File: config.mk
export PLATFORM = sky130hd
export DESIGN_NAME = udiv_flags_unit
export DESIGN_NICKNAME = d
export VERILOG_FILES = /design/src/rtl/udiv_pkg.sv /design/src/rtl/udiv_ctrl.sv /design/src/rtl/udiv_datapath.sv /design/src/rtl/udiv_flags.sv /design/src/rtl/udiv_flags_unit.sv
export SDC_FILE = /design/constraint.sdc
export NUM_CORES = 1
export LEC_CHECK = 0
export CAP_MARGIN = 20
export CORE_ASPECT_RATIO = 0.8
export CORE_MARGIN = 2
export CORE_UTILIZATION = 35
export DETAILED_ROUTE_END_ITERATION = 10
export PLACE_DENSITY = 0.68
export SYNTH_ARGS = -nofsm -noshare
export SYNTH_HDL_FRONTEND = slang
export SYNTH_SLANG_ARGS = --single-unit
File: constraint.sdc
create_clock -name clk -period 6.5 [get_ports clk]
set_clock_uncertainty 0.05 [all_clocks]
set_input_delay 1.95 -clock clk [delete_from_list [all_inputs] [get_ports clk]]
set_output_delay 1.95 -clock clk [all_outputs]
set_load 0.01 [all_outputs]
File: src/rtl/udiv_pkg.sv
package udiv_pkg;
    typedef enum logic [1:0] {
        ST_IDLE = 2'd0,
        ST_RUN  = 2'd1,
        ST_DONE = 2'd2
    } udiv_state_e;

    localparam int FLAG_W   = 5;
    localparam int FLG_Z    = 0;
    localparam int FLG_S    = 1;
    localparam int FLG_OV   = 2;
    localparam int FLG_CY   = 3;
    localparam int FLG_SAT  = 4;
endpackage

File: src/rtl/udiv_ctrl.sv
module udiv_ctrl
    import udiv_pkg::*;
#(
    parameter int W = 32
) (
    input  logic clk,
    input  logic rst_n,
    input  logic start_i,
    input  logic div_zero_i,
    output logic load_o,
    output logic step_o,
    output logic busy_o,
    output logic done_o,
    output logic dz_o
);
    localparam int CNT_W = (W > 1) ? $clog2(W) : 1;
    localparam int LAT_W = $clog2(W + 1) + 1;
    localparam logic [CNT_W-1:0] LAST_STEP = CNT_W'(W - 1);

    udiv_state_e state_q, state_d;
    logic [CNT_W-1:0] cnt_q;
    logic             dz_q;
    logic             accept;

    assign accept = (state_q == ST_IDLE) && start_i;

    // next-state logic
    always_comb begin
        state_d = state_q;
        unique case (state_q)
            ST_IDLE: if (start_i) state_d = div_zero_i ? ST_DONE : ST_RUN;
            ST_RUN:  if (cnt_q == LAST_STEP) state_d = ST_DONE;
            ST_DONE: state_d = ST_IDLE;
            default: state_d = ST_IDLE;
        endcase
    end

    // state register
    always_ff @(posedge clk or negedge rst_n) begin
        if (!rst_n) state_q <= ST_IDLE;
        else        state_q <= state_d;
    end

    // iteration counter and zero-divisor capture
    always_ff @(posedge clk or negedge rst_n) begin
        if (!rst_n) begin
            cnt_q <= '0;
            dz_q  <= 1'b0;
        end else if (accept) begin
            cnt_q <= '0;
            dz_q  <= div_zero_i;
        end else if (state_q == ST_RUN) begin
            cnt_q <= cnt_q + 1'b1;
        end
    end

    // outputs
    always_comb begin
        load_o = accept;
        step_o = (state_q == ST_RUN);
        busy_o = (state_q != ST_IDLE);
        done_o = (state_q == ST_DONE);
        dz_o   = dz_q;
    end

    // latency watcher, cycles since accept
    logic [LAT_W-1:0] lat_q;
    always_ff @(posedge clk or negedge rst_n) begin
        if (!rst_n)                     lat_q <= '0;
        else if (accept)                lat_q <= '0;
        else if (state_q == ST_RUN)     lat_q <= lat_q + 1'b1;
    end

    AST_DONE_PULSE: assert property (@(posedge clk) disable iff (!rst_n)
        done_o |=> !done_o);
    AST_RUN_LATENCY: assert property (@(posedge clk) disable iff (!rst_n)
        (done_o && !dz_q) |-> (lat_q == LAT_W'(W)));
    AST_ZERO_LATENCY: assert property (@(posedge clk) disable iff (!rst_n)
        (done_o && dz_q) |-> (lat_q == '0));
    AST_RUN_NOT_ABORTED: assert property (@(posedge clk) disable iff (!rst_n)
        (state_q == ST_RUN) |=> (state_q != ST_IDLE));
endmodule

File: src/rtl/udiv_datapath.sv
module udiv_datapath #(
    parameter int W = 32
) (
    input  logic         clk,
    input  logic         rst_n,
    input  logic         load_i,
    input  logic         step_i,
    input  logic [W-1:0] dividend_i,
    input  logic [W-1:0] divisor_i,
    output logic [W-1:0] quo_o,
    output logic [W-1:0] rem_o
);
    logic [W-1:0] quo_q, rem_q, dvs_q;
    logic [W:0]   shifted, trial;
    logic         borrow;

    always_comb begin
        shifted = {rem_q, quo_q[W-1]};
        trial   = shifted - {1'b0, dvs_q};
        borrow  = trial[W];
    end

    always_ff @(posedge clk or negedge rst_n) begin
        if (!rst_n) begin
            quo_q <= '0;
            rem_q <= '0;
            dvs_q <= '0;
        end else if (load_i) begin
            quo_q <= dividend_i;
            rem_q <= '0;
            dvs_q <= divisor_i;
        end else if (step_i) begin
            rem_q <= borrow ? shifted[W-1:0] : trial[W-1:0];
            quo_q <= {quo_q[W-2:0], ~borrow};
        end
    end

    assign quo_o = quo_q;
    assign rem_o = rem_q;

    AST_PARTIAL_REM_BOUND: assert property (@(posedge clk) disable iff (!rst_n)
        (step_i && dvs_q != '0) |=> (rem_q < dvs_q));
endmodule

File: src/rtl/udiv_flags.sv
module udiv_flags
    import udiv_pkg::*;
#(
    parameter int W = 32
) (
    input  logic              clk,
    input  logic              rst_n,
    input  logic              load_i,
    input  logic [FLAG_W-1:0] flags_i,
    input  logic              dz_i,
    input  logic [W-1:0]      quo_i,
    output logic [FLAG_W-1:0] flags_o
);
    logic [FLAG_W-1:0] held_q;

    always_ff @(posedge clk or negedge rst_n) begin
        if (!rst_n)      held_q <= '0;
        else if (load_i) held_q <= flags_i;
    end

    always_comb begin
        flags_o = held_q;
        if (dz_i) begin
            flags_o[FLG_OV] = 1'b1;
        end else begin
            flags_o[FLG_OV] = 1'b0;
            flags_o[FLG_Z]  = (quo_i == '0);
            flags_o[FLG_S]  = quo_i[W-1];
        end
    end
endmodule

File: src/rtl/udiv_flags_unit.sv
module udiv_flags_unit
    import udiv_pkg::*;
#(
    parameter int W      = 32,
    parameter int HALF_W = 16,
    parameter int IDX_W  = 5
) (
    input  logic              clk,
    input  logic              rst_n,
    input  logic              start_i,
    input  logic              half_i,
    input  logic [W-1:0]      dividend_i,
    input  logic [W-1:0]      divisor_i,
    input  logic [IDX_W-1:0]  qdst_i,
    input  logic [IDX_W-1:0]  rdst_i,
    input  logic [FLAG_W-1:0] flags_i,
    output logic              busy_o,
    output logic              done_o,
    output logic [W-1:0]      quot_o,
    output logic [W-1:0]      rem_o,
    output logic [IDX_W-1:0]  qdst_o,
    output logic [IDX_W-1:0]  rdst_o,
    output logic              quot_we_o,
    output logic              rem_we_o,
    output logic [FLAG_W-1:0] flags_o
);
    logic [W-1:0] divisor_eff;
    logic         div_zero, load, step, dz;
    logic [IDX_W-1:0] qdst_q, rdst_q;

    // operand width select
    always_comb begin
        divisor_eff = divisor_i;
        if (half_i) divisor_eff = {{(W-HALF_W){1'b0}}, divisor_i[HALF_W-1:0]};
        div_zero = (divisor_eff == '0);
    end

    udiv_ctrl #(.W(W)) u_ctrl (
        .clk(clk), .rst_n(rst_n), .start_i(start_i), .div_zero_i(div_zero),
        .load_o(load), .step_o(step), .busy_o(busy_o), .done_o(done_o), .dz_o(dz)
    );

    udiv_datapath #(.W(W)) u_dp (
        .clk(clk), .rst_n(rst_n), .load_i(load), .step_i(step),
        .dividend_i(dividend_i), .divisor_i(divisor_eff),
        .quo_o(quot_o), .rem_o(rem_o)
    );

    udiv_flags #(.W(W)) u_flg (
        .clk(clk), .rst_n(rst_n), .load_i(load), .flags_i(flags_i),
        .dz_i(dz), .quo_i(quot_o), .flags_o(flags_o)
    );

    always_ff @(posedge clk or negedge rst_n) begin
        if (!rst_n) begin
            qdst_q <= '0;
            rdst_q <= '0;
        end else if (load) begin
            qdst_q <= qdst_i;
            rdst_q <= rdst_i;
        end
    end

    always_comb begin
        qdst_o    = qdst_q;
        rdst_o    = rdst_q;
        rem_we_o  = done_o && !dz;
        quot_we_o = done_o && !dz && (qdst_q != rdst_q);
    end

    AST_DZ_NO_WRITE: assert property (@(posedge clk) disable iff (!rst_n)
        (done_o && flags_o[FLG_OV]) |-> (!quot_we_o && !rem_we_o));
    AST_OV_CLEARED: assert property (@(posedge clk) disable iff (!rst_n)
        rem_we_o |-> !flags_o[FLG_OV]);
    AST_Z_FROM_QUOT: assert property (@(posedge clk) disable iff (!rst_n)
        rem_we_o |-> (flags_o[FLG_Z] == (quot_o == '0)));
    AST_SHARED_DST: assert property (@(posedge clk) disable iff (!rst_n)
        quot_we_o |-> (rem_we_o && qdst_o != rdst_o));
    AST_WE_WITH_DONE: assert property (@(posedge clk) disable iff (!rst_n)
        (quot_we_o || rem_we_o) |-> done_o);
    AST_DONE_IMPLIES_BUSY: assert property (@(posedge clk) disable iff (!rst_n)
        done_o |-> busy_o);
endmodule

Word level (Yosys, flattened, before mapping)
Index checks and enable logic that the tools add are counted.
Widths: inputs -> output; s select.
- bits in registers: 119
- $add $sub $neg: 2
- equal/unequal tests: 6
- multiplexer cells: 14
- bitwise operators: 1
- reductions and logical operators: 10
- operators with widths (kind ; number):
    $mux 32 ; 6
    $logic_not 32->1 ; 2
    $sub 33x32->33 ; 1
    $mux 5 ; 2
    $mux 2 ; 4
    $add 5x1->5 const B ; 1
    $eq 5x5->1 const B ; 1
    $ne 5x5->1 ; 1
    $pmux 2 s2 ; 1
    $reduce_bool 2->1 ; 2
    $logic_and 1x1->1 ; 3
    $eq 2x1->1 const B ; 1
    $eq 2x2->1 const B ; 1
    $logic_not 2->1 ; 1
    $ne 2x1->1 const B ; 1
    $ne 2x2->1 const B ; 1
    $reduce_and 2->1 ; 1
    $logic_not 1->1 ; 1
    $mux 1 ; 1
    $not 1->1 ; 1

Longest topological paths before layout
Gate-level depths: netlist of the first run.
- word-level depth: 5
- mapped depth: 15
- gate-level depth less buffers: 13

Cells and area by module
From an unflattened synthesis of the first run, not the netlist that was laid out.
- cells, all modules: 825
- area total of the unflattened synthesis: 7407.1 um^2
- by module, submodules not included (module ; instances ; cells each ; area each (um^2) ; seq. area each (um^2)):
    udiv_datapath ; 1 ; 703 ; 6127.1 ; 2402.3
    udiv_flags_unit ; 1 ; 57 ; 609.3 ; 250.2
    udiv_ctrl ; 1 ; 40 ; 402.9 ; 200.2
    udiv_flags ; 1 ; 25 ; 267.8 ; 100.1

Worst setup path before layout of the first run
OpenSTA, ideal clock, no wires.
- path type: register -> output
- start point: register u_dp.quo_q[12] (netlist: u_dp.quo_o[12])
- end point: output flags_o[0]
- arrival time: 1.288 ns
- required time: 4.500 ns
- setup slack: 3.212 ns
- stages on the path, launching flop included: 4
- buffers on the path: 0
- path through: dfrtp_1 -> or4_1 -> nor4_1 -> a22o_1
- cells in the longest elaborated chain, start to end: 2
- RTL lines (element ; line ; text):
    start: declaration ; udiv_datapath.sv:13 ; logic [W-1:0] quo_q, rem_q, dvs_q;
    start signal: assignment ; udiv_datapath.sv:29 ; quo_q <= dividend_i;
    start signal: assignment ; udiv_datapath.sv:34 ; quo_q <= {quo_q[W-2:0], ~borrow};
    $logic_not 32->1 ; udiv_flags.sv:27 ; flags_o[FLG_Z] = (quo_i == '0);
    $mux 2 ; udiv_flags.sv:23 ; if (dz_i) begin
    end: declaration ; udiv_flags_unit.sv:25 ; output logic [FLAG_W-1:0] flags_o
Every way passes these cells.

Final worst setup path of the first run
- start point: register u_dp.quo_q[13] (netlist: u_dp.quo_o[13])
- end point: output flags_o[0]
Same word-level chain as after synthesis.

==> out/qor.yml, run 1 <==
final_layout:
  areaGrowthSynthToFinish_pct: 34.7
  drive_gt1_frac: 0.0546
  fillers: 1938
  final_common_cell: "nand2_1"
  final_nets: 1075
  mostFrequentLayoutCells: "nand2_1, clkdlybuf4s50_1, dfrtp_1"
routing:
  dr_total_vias: 6376
  routed_wirelength_um: 20300
  route.antenna.remaining_nets: 0
  drc: 0
  first_pass_iters: 5
  viasPerCell: 5.16
  post_drt_wl_per_cell_um: 16.4
  drt_iter0_drc: 513
timing:
  setup_viol: 0
  slew-limit-headroom: 0.378
  tns_ps: 0
  finalHoldViolCount: 0
  drv_slew: 0
  fin_hold_ws_ps: 423
  period_share: 0.684
  fmax_mhz: 225
  worstMarginPinSlew_ps: 930
  rsz0062_at_grt: "no"
  fin_crit_ps: 4450
die:
  die_h_um: 131
  core_um2: 19800
  die_w_um: 163
  dieArea_um2: 21300
  row_count: 46
  ioPinCount: 166
  start_util: 0.357
grt:
  grt.busiest_layer: "met2"
  grt_use_met1: 0.278
  grt_use_met3: 0.0585
  grt_pass1_wl_um: 32600
  grt_start_max_net_pins: 114
  grt_pass1_vias: 6243
  grt.met2_usage: 0.284
  antenna_found_initial: 1
  grt-ovfl-total: 0
  track_usage: 0.195
worst_setup_path:
  critPathKind: "reg2out"
  crit_start: "u_dp.quo_o[13]$_DFFE_PN0P_"
  critPathArrivalTime_ps: 2450
  start_kind: "flip-flop"
  endpoint_kind: "output port"
  cp_max_fo: 4
  crit_required_ps: 4500
  timing.rr.start: "u_dp.quo_o[31]$_DFFE_PN0P_"
clock_network:
  cts-htree-levels: 4
  clk_path_buf_depth: 2
  cts.clk_slew.worst_paths_ps: 70
  cts_buffers: 17
  postCtsHoldBufs: 0
  cts_tree: "done"
  postCtsSetupBuffers: 0
  clkSinkCount: 118
  root_buffer: "clkbuf_16"
  clkLatencyLatePin_ps: 430
  ctsResizeCount: 0
power_and_ir_drop:
  power_density_nw_per_um2: 643
  ir_drop_v: 0.000297
  p_leak_nw: 4.13
synthesis:
  synthFlopType: "dfrtp_1"
  seq_area_frac_synth: 0.418
  yosysTopAreaCell: "dfrtp_1"
  synth_cell_type_count: 59
  netlist_area_um2: 7060
  async_flop_share: 1.00
  postSynthAreaPerCell_um2: 8.68
  yosys_warnings: 0
  syn-num-nets: 932
  synth_edf_count: 0
  yosysTopAreaCellShare: 0.418
  synth_area_leaders: "dfrtp_1, nand2_1, ha_1"
  ys_seq_elements: 118
  synthCells: 814
flow_run:
  cap_viol_max_count: 0
min_path:
  hp-class: "reg2reg"
  hold_start: "u_flg.held_q[3]$_DFFE_PN0P_"
run_status:
  run_status: "complete, no violations"
placed_design:
  gp_congestion: 0.853
  port_buffers: 164
  dp_hpwl_um: 14100
[path summary, 6_finish.rpt]
kind | endpoint | slack (ps) | cells after the start
worst max-delay path | flags_o[0] | 2050 | 5
worst min-delay path | u_flg.held_q[3]$_DFFE_PN0P_ | 420 | 2
worst max register to register | u_dp.rem_o[2]$_DFFE_PN0P_ | 2310 | 14
worst min register to register | u_flg.held_q[3]$_DFFE_PN0P_ | 420 | 2
max in group asynchronous | u_dp.quo_o[25]$_DFFE_PN0P_ | 3840 | 3
min in group asynchronous | u_dp.dvs_q[10]$_DFFE_PN0P_ | 1360 | 1
[metal layers]
| metal | vias to the layer above | wire [um] |
|---|---|---|
| met5 | - | 13 |
| met4 | 2 | 312 |
| met3 | 23 | 1400 |
| met2 | 190 | 8560 |
| met1 | 2995 | 9990 |
| li1 | 3166 | - |
[cells by family after synthesis]
| kind of cell | share of synthesized area |
|---|---|
| AND/OR/NAND/NOR | 0.192 |
| AO/OA/AOI/OAI | 0.199 |
| flip-flops | 0.418 |
| buffers and inverters | 0.0540 |
| adder cells (fa/ha/maj) | 0.0631 |
| XOR/XNOR | 0.0372 |
| multiplexers | 0.0368 |
[stage by stage]
| step | area, um^2 | std cells | power, mW | setup slack (ps) | utilization |
|---|---|---|---|---|---|
| floorplan | 7060 | 814 | 4.00 | 3210 | - |
| global placement | 8880 | 1200 | 5.10 | 2370 | 0.449 |
| detailed placement | 8880 | 1200 | 5.16 | 2330 | 0.449 |
| CTS | 9460 | 1232 | 6.13 | 2000 | 0.478 |
| global route | 9510 | 1234 | 6.66 | 1830 | 0.480 |
| finish | 9510 | 1235 | 6.12 | 2050 | 0.480 |
[synthesized netlist by cell type, drive strengths merged, types with 16 or more instances]
cell type	instances
nand3b	16
dfrtp	118
nor2	21
a21oi	31
a22oi	31
xnor2	21
nand2	181
ha	34
nor4	18
mux2i	26
nand3	18
o21ai	90
clkbuf	36
inv	46
[sequential cells by signal (all words and copies together) (netlist names)]
register,cells
u_ctrl.state_q,2
u_dp.quo_o,32
rdst_o,5
qdst_o,5
u_dp.dvs_q,32
u_dp.rem_o,32
u_ctrl.cnt_q,5
u_ctrl.dz_o,1
u_flg.held_q,4
[cell type report]
type / instances / area [um^2] / share of cell area
multi-input combinational: 603 / 3750 / 0.394
sequential: 118 / 2950 / 0.310
timing repair buffer: 171 / 1730 / 0.182
clock buffer: 17 / 425 / 0.0447
tap: 264 / 330 / 0.0347
inverter: 46 / 173 / 0.0182
clock inverter: 15 / 149 / 0.0157
antenna: 1 / 2.50 / 0.000263
[report_power, final]
group          switching, mW  internal [mW]  leakage, nW
Clock                  0.418          0.513        0.280
Combinational           2.03           1.73         2.40
Sequential             0.317           1.11         1.45
[critical path, stage by stage (launching register included)]
cell and delay [ps]:
dfrtp_1 420, nor4_1 300, nand4_1 170, nor4_1 390, a22o_1 190, clkdlybuf4s50_1 540
No activity file was read; power rests on OpenSTA's default activity.
==> run 2: changes to the inputs <==
--- a/config.mk
+++ b/config.mk
@@ -10,7 +10,7 @@
 export CORE_MARGIN = 2
 export CORE_UTILIZATION = 35
 export DETAILED_ROUTE_END_ITERATION = 10
-export PLACE_DENSITY = 0.68
+export PLACE_DENSITY = 0.7
 export SYNTH_ARGS = -nofsm -noshare
 export SYNTH_HDL_FRONTEND = slang
 export SYNTH_SLANG_ARGS = --single-unit
==> constraint.sdc (replaced) <==
create_clock -name clk -period 3.78 [get_ports clk]
set_clock_uncertainty 0.05 [all_clocks]
set_input_delay 1.134 -clock clk [delete_from_list [all_inputs] [get_ports clk]]
set_output_delay 1.134 -clock clk [all_outputs]
set_load 0.01 [all_outputs]
==> run 2 against run 1 <==
  * Power is 75% higher
  * Clock power rose by 73%
  * Setup slack got worse by 1800 ps
  * Combinational power increased by 76%
  * Sequential cell count stayed put
  * Count of clock-buffer cells in the layout unchanged
  * Worst hold slack improved by 5.2 ps
  * Global-route usage fell by 0.12 points
  * Sequential power grew 73%
  * Die area stayed put
  * Non-clock buffer count is 9 higher
  * Via count is 2.3% higher
  * Largest power group unchanged
==> out/qor.yml, run 2 (synthesis results as in run 1) <==
grt:
  track_usage: 0.194  # -0.00119
  antenna_found_initial: 0  # -1
  grt_pass1_wl_um: 32500  # -0.23%
  grt_start_max_net_pins: 61  # -46%
  grt_pass1_vias: 6157  # -1.4%
  grt-ovfl-total: 0  # unchanged
routing:
  viasPerCell: 5.25  # +1.7%
  first_pass_iters: 5  # unchanged
  drc: 0  # unchanged
  route.antenna.remaining_nets: 0  # unchanged
  post_drt_wl_per_cell_um: 16.5  # +0.35%
  dr_total_vias: 6525  # +2.3%
  routed_wirelength_um: 20500  # +1.0%
  drt_iter0_drc: 416  # -19%
clock_network:
  ctsResizeCount: 0  # unchanged
  root_buffer: "clkbuf_16"
  postCtsHoldBufs: 0  # unchanged
  cts.clk_slew.worst_paths_ps: 60  # about the same
  clkSinkCount: 118  # unchanged
  cts_buffers: 17  # unchanged
  cts_tree: "done"
  cts-htree-levels: 4  # unchanged
  postCtsSetupBuffers: 0  # unchanged
  clkLatencyLatePin_ps: 430  # about the same
  clk_path_buf_depth: 2  # unchanged
worst_setup_path:
  endpoint_kind: "output port"
  crit_required_ps: 2600  # -1900 ps
  critPathKind: "reg2out"
  start_kind: "flip-flop"
  cp_max_fo: 4  # unchanged
  critPathArrivalTime_ps: 2340  # -110 ps
die:
  row_count: 46  # unchanged
  die_w_um: 163  # unchanged
  die_h_um: 131  # unchanged
  start_util: 0.357  # unchanged
  dieArea_um2: 21300  # unchanged
  ioPinCount: 166  # unchanged
  core_um2: 19800  # unchanged
min_path:
  hp-class: "reg2reg"
timing:
  finalHoldViolCount: 0  # unchanged
  drv_slew: 0  # unchanged
  worstMarginPinSlew_ps: 983  # +53.2 ps
  fmax_mhz: 283
  fin_hold_ws_ps: 428  # +5.22 ps
  period_share: 0.933
  fin_crit_ps: 3530
  setup_viol: 0  # unchanged
  tns_ps: 0  # unchanged
  slew-limit-headroom: 0.344  # -0.0340
  rsz0062_at_grt: "no"
placed_design:
  gp_congestion: 0.900  # +5.5%
  port_buffers: 164  # unchanged
  dp_hpwl_um: 14900  # +5.1%
  dpl-instance-area_um2: 9000  # +1.3%
power_and_ir_drop:
  netSwitchingFraction: 0.446  # -0.00594
  intPower_mw: 5.93  # +77%
  clkPwrFrac: 0.151  # about the same
  power_frac_comb: 0.618  # +0.004
  power_density_nw_per_um2: 1120  # +74%
  ir_drop_v: 0.000408  # +37%
  seq_power_share: 0.231  # -0.003
  p_leak_nw: 4.18  # +1.2%
  power.switching_mw: 4.77  # +73%
final_layout:
  design_area_um2: 9580  # +0.74%
  final_common_cell: "nand2_1"
  final_nets: 1084  # +0.84%
  mostFrequentLayoutCells: "nand2_1, clkdlybuf4s50_1, dfrtp_1"
  antenna_cells: 0  # -1
  fillers: 1942  # +0.21%
  drive_gt1_frac: 0.0633  # +0.00869
  areaGrowthSynthToFinish_pct: 35.7
run_status:
  run_status: "complete, no violations"
flow_run:
  cap_viol_max_count: 0  # unchanged
-- run 2: routing by layer --
metal,track usage,vias up,routed length (um)
met1,0.286,3162,10300
met5,0,-,0
li1,-,3191,-
met4,0.0536,0,151
met3,0.0478,16,1110
met2,0.283,156,8940
-- run 2: path summary, 6_finish.rpt --
check	from	end	slack, ps	cells after the start
max reg2reg	u_dp.quo_o[31]$_DFFE_PN0P_	u_dp.rem_o[29]$_DFFE_PN0P_	330	14
max in group asynchronous	rst_n	u_dp.rem_o[31]$_DFFE_PN0P_	2130	2
min reg2reg	u_dp.dvs_q[0]$_DFFE_PN0P_	u_dp.dvs_q[0]$_DFFE_PN0P_	430	2
min	u_dp.dvs_q[0]$_DFFE_PN0P_	u_dp.dvs_q[0]$_DFFE_PN0P_	430	2
min in group asynchronous	rst_n	u_dp.quo_o[14]$_DFFE_PN0P_	730	1
max	u_dp.quo_o[4]$_DFFE_PN0P_	flags_o[0]	250	5
-- run 2: cell type report --
type	instances	area [um^2]	area share
Clock buffer	17	425	0.0444
Inverter	46	173	0.0180
Timing Repair Buffer	180	1800	0.187
Sequential cell	118	2950	0.308
Multi-Input combinational cell	603	3750	0.392
Clock inverter	15	153	0.0159
Tap cell	264	330	0.0345
-- run 2: critical path: stages, from the launching register on --
cell and delay, ps:
dfrtp_1 410, nor4_1 320, nand4_1 190, nor4_2 290, a22o_1 170, clkdlybuf4s50_1 540
-- run 2: power groups by stage --
stage	clock network (mW)	logic (mW)	registers, mW
5_1_grt	1.70	7.32	2.56
2_1_floorplan	0	4.35	2.52
3_5_place_dp	0	6.55	2.49
6_report	1.61	6.61	2.47
4_1_cts	1.64	6.60	2.47
3_3_place_gp	0	6.44	2.47
-- run 2: metrics by stage --
| step | utilization | total power, mW | cells | setup slack, ps |
|---|---|---|---|---|
| finish | 0.484 | 10.7 | 1243 | 252 |
| global route | 0.484 | 11.6 | 1243 | 24.2 |
| CTS | 0.484 | 10.7 | 1243 | 144 |
| detailed placement | 0.454 | 9.03 | 1211 | 345 |
| global placement | 0.454 | 8.91 | 1211 | 380 |
| floorplan | - | 6.87 | 814 | 654 |
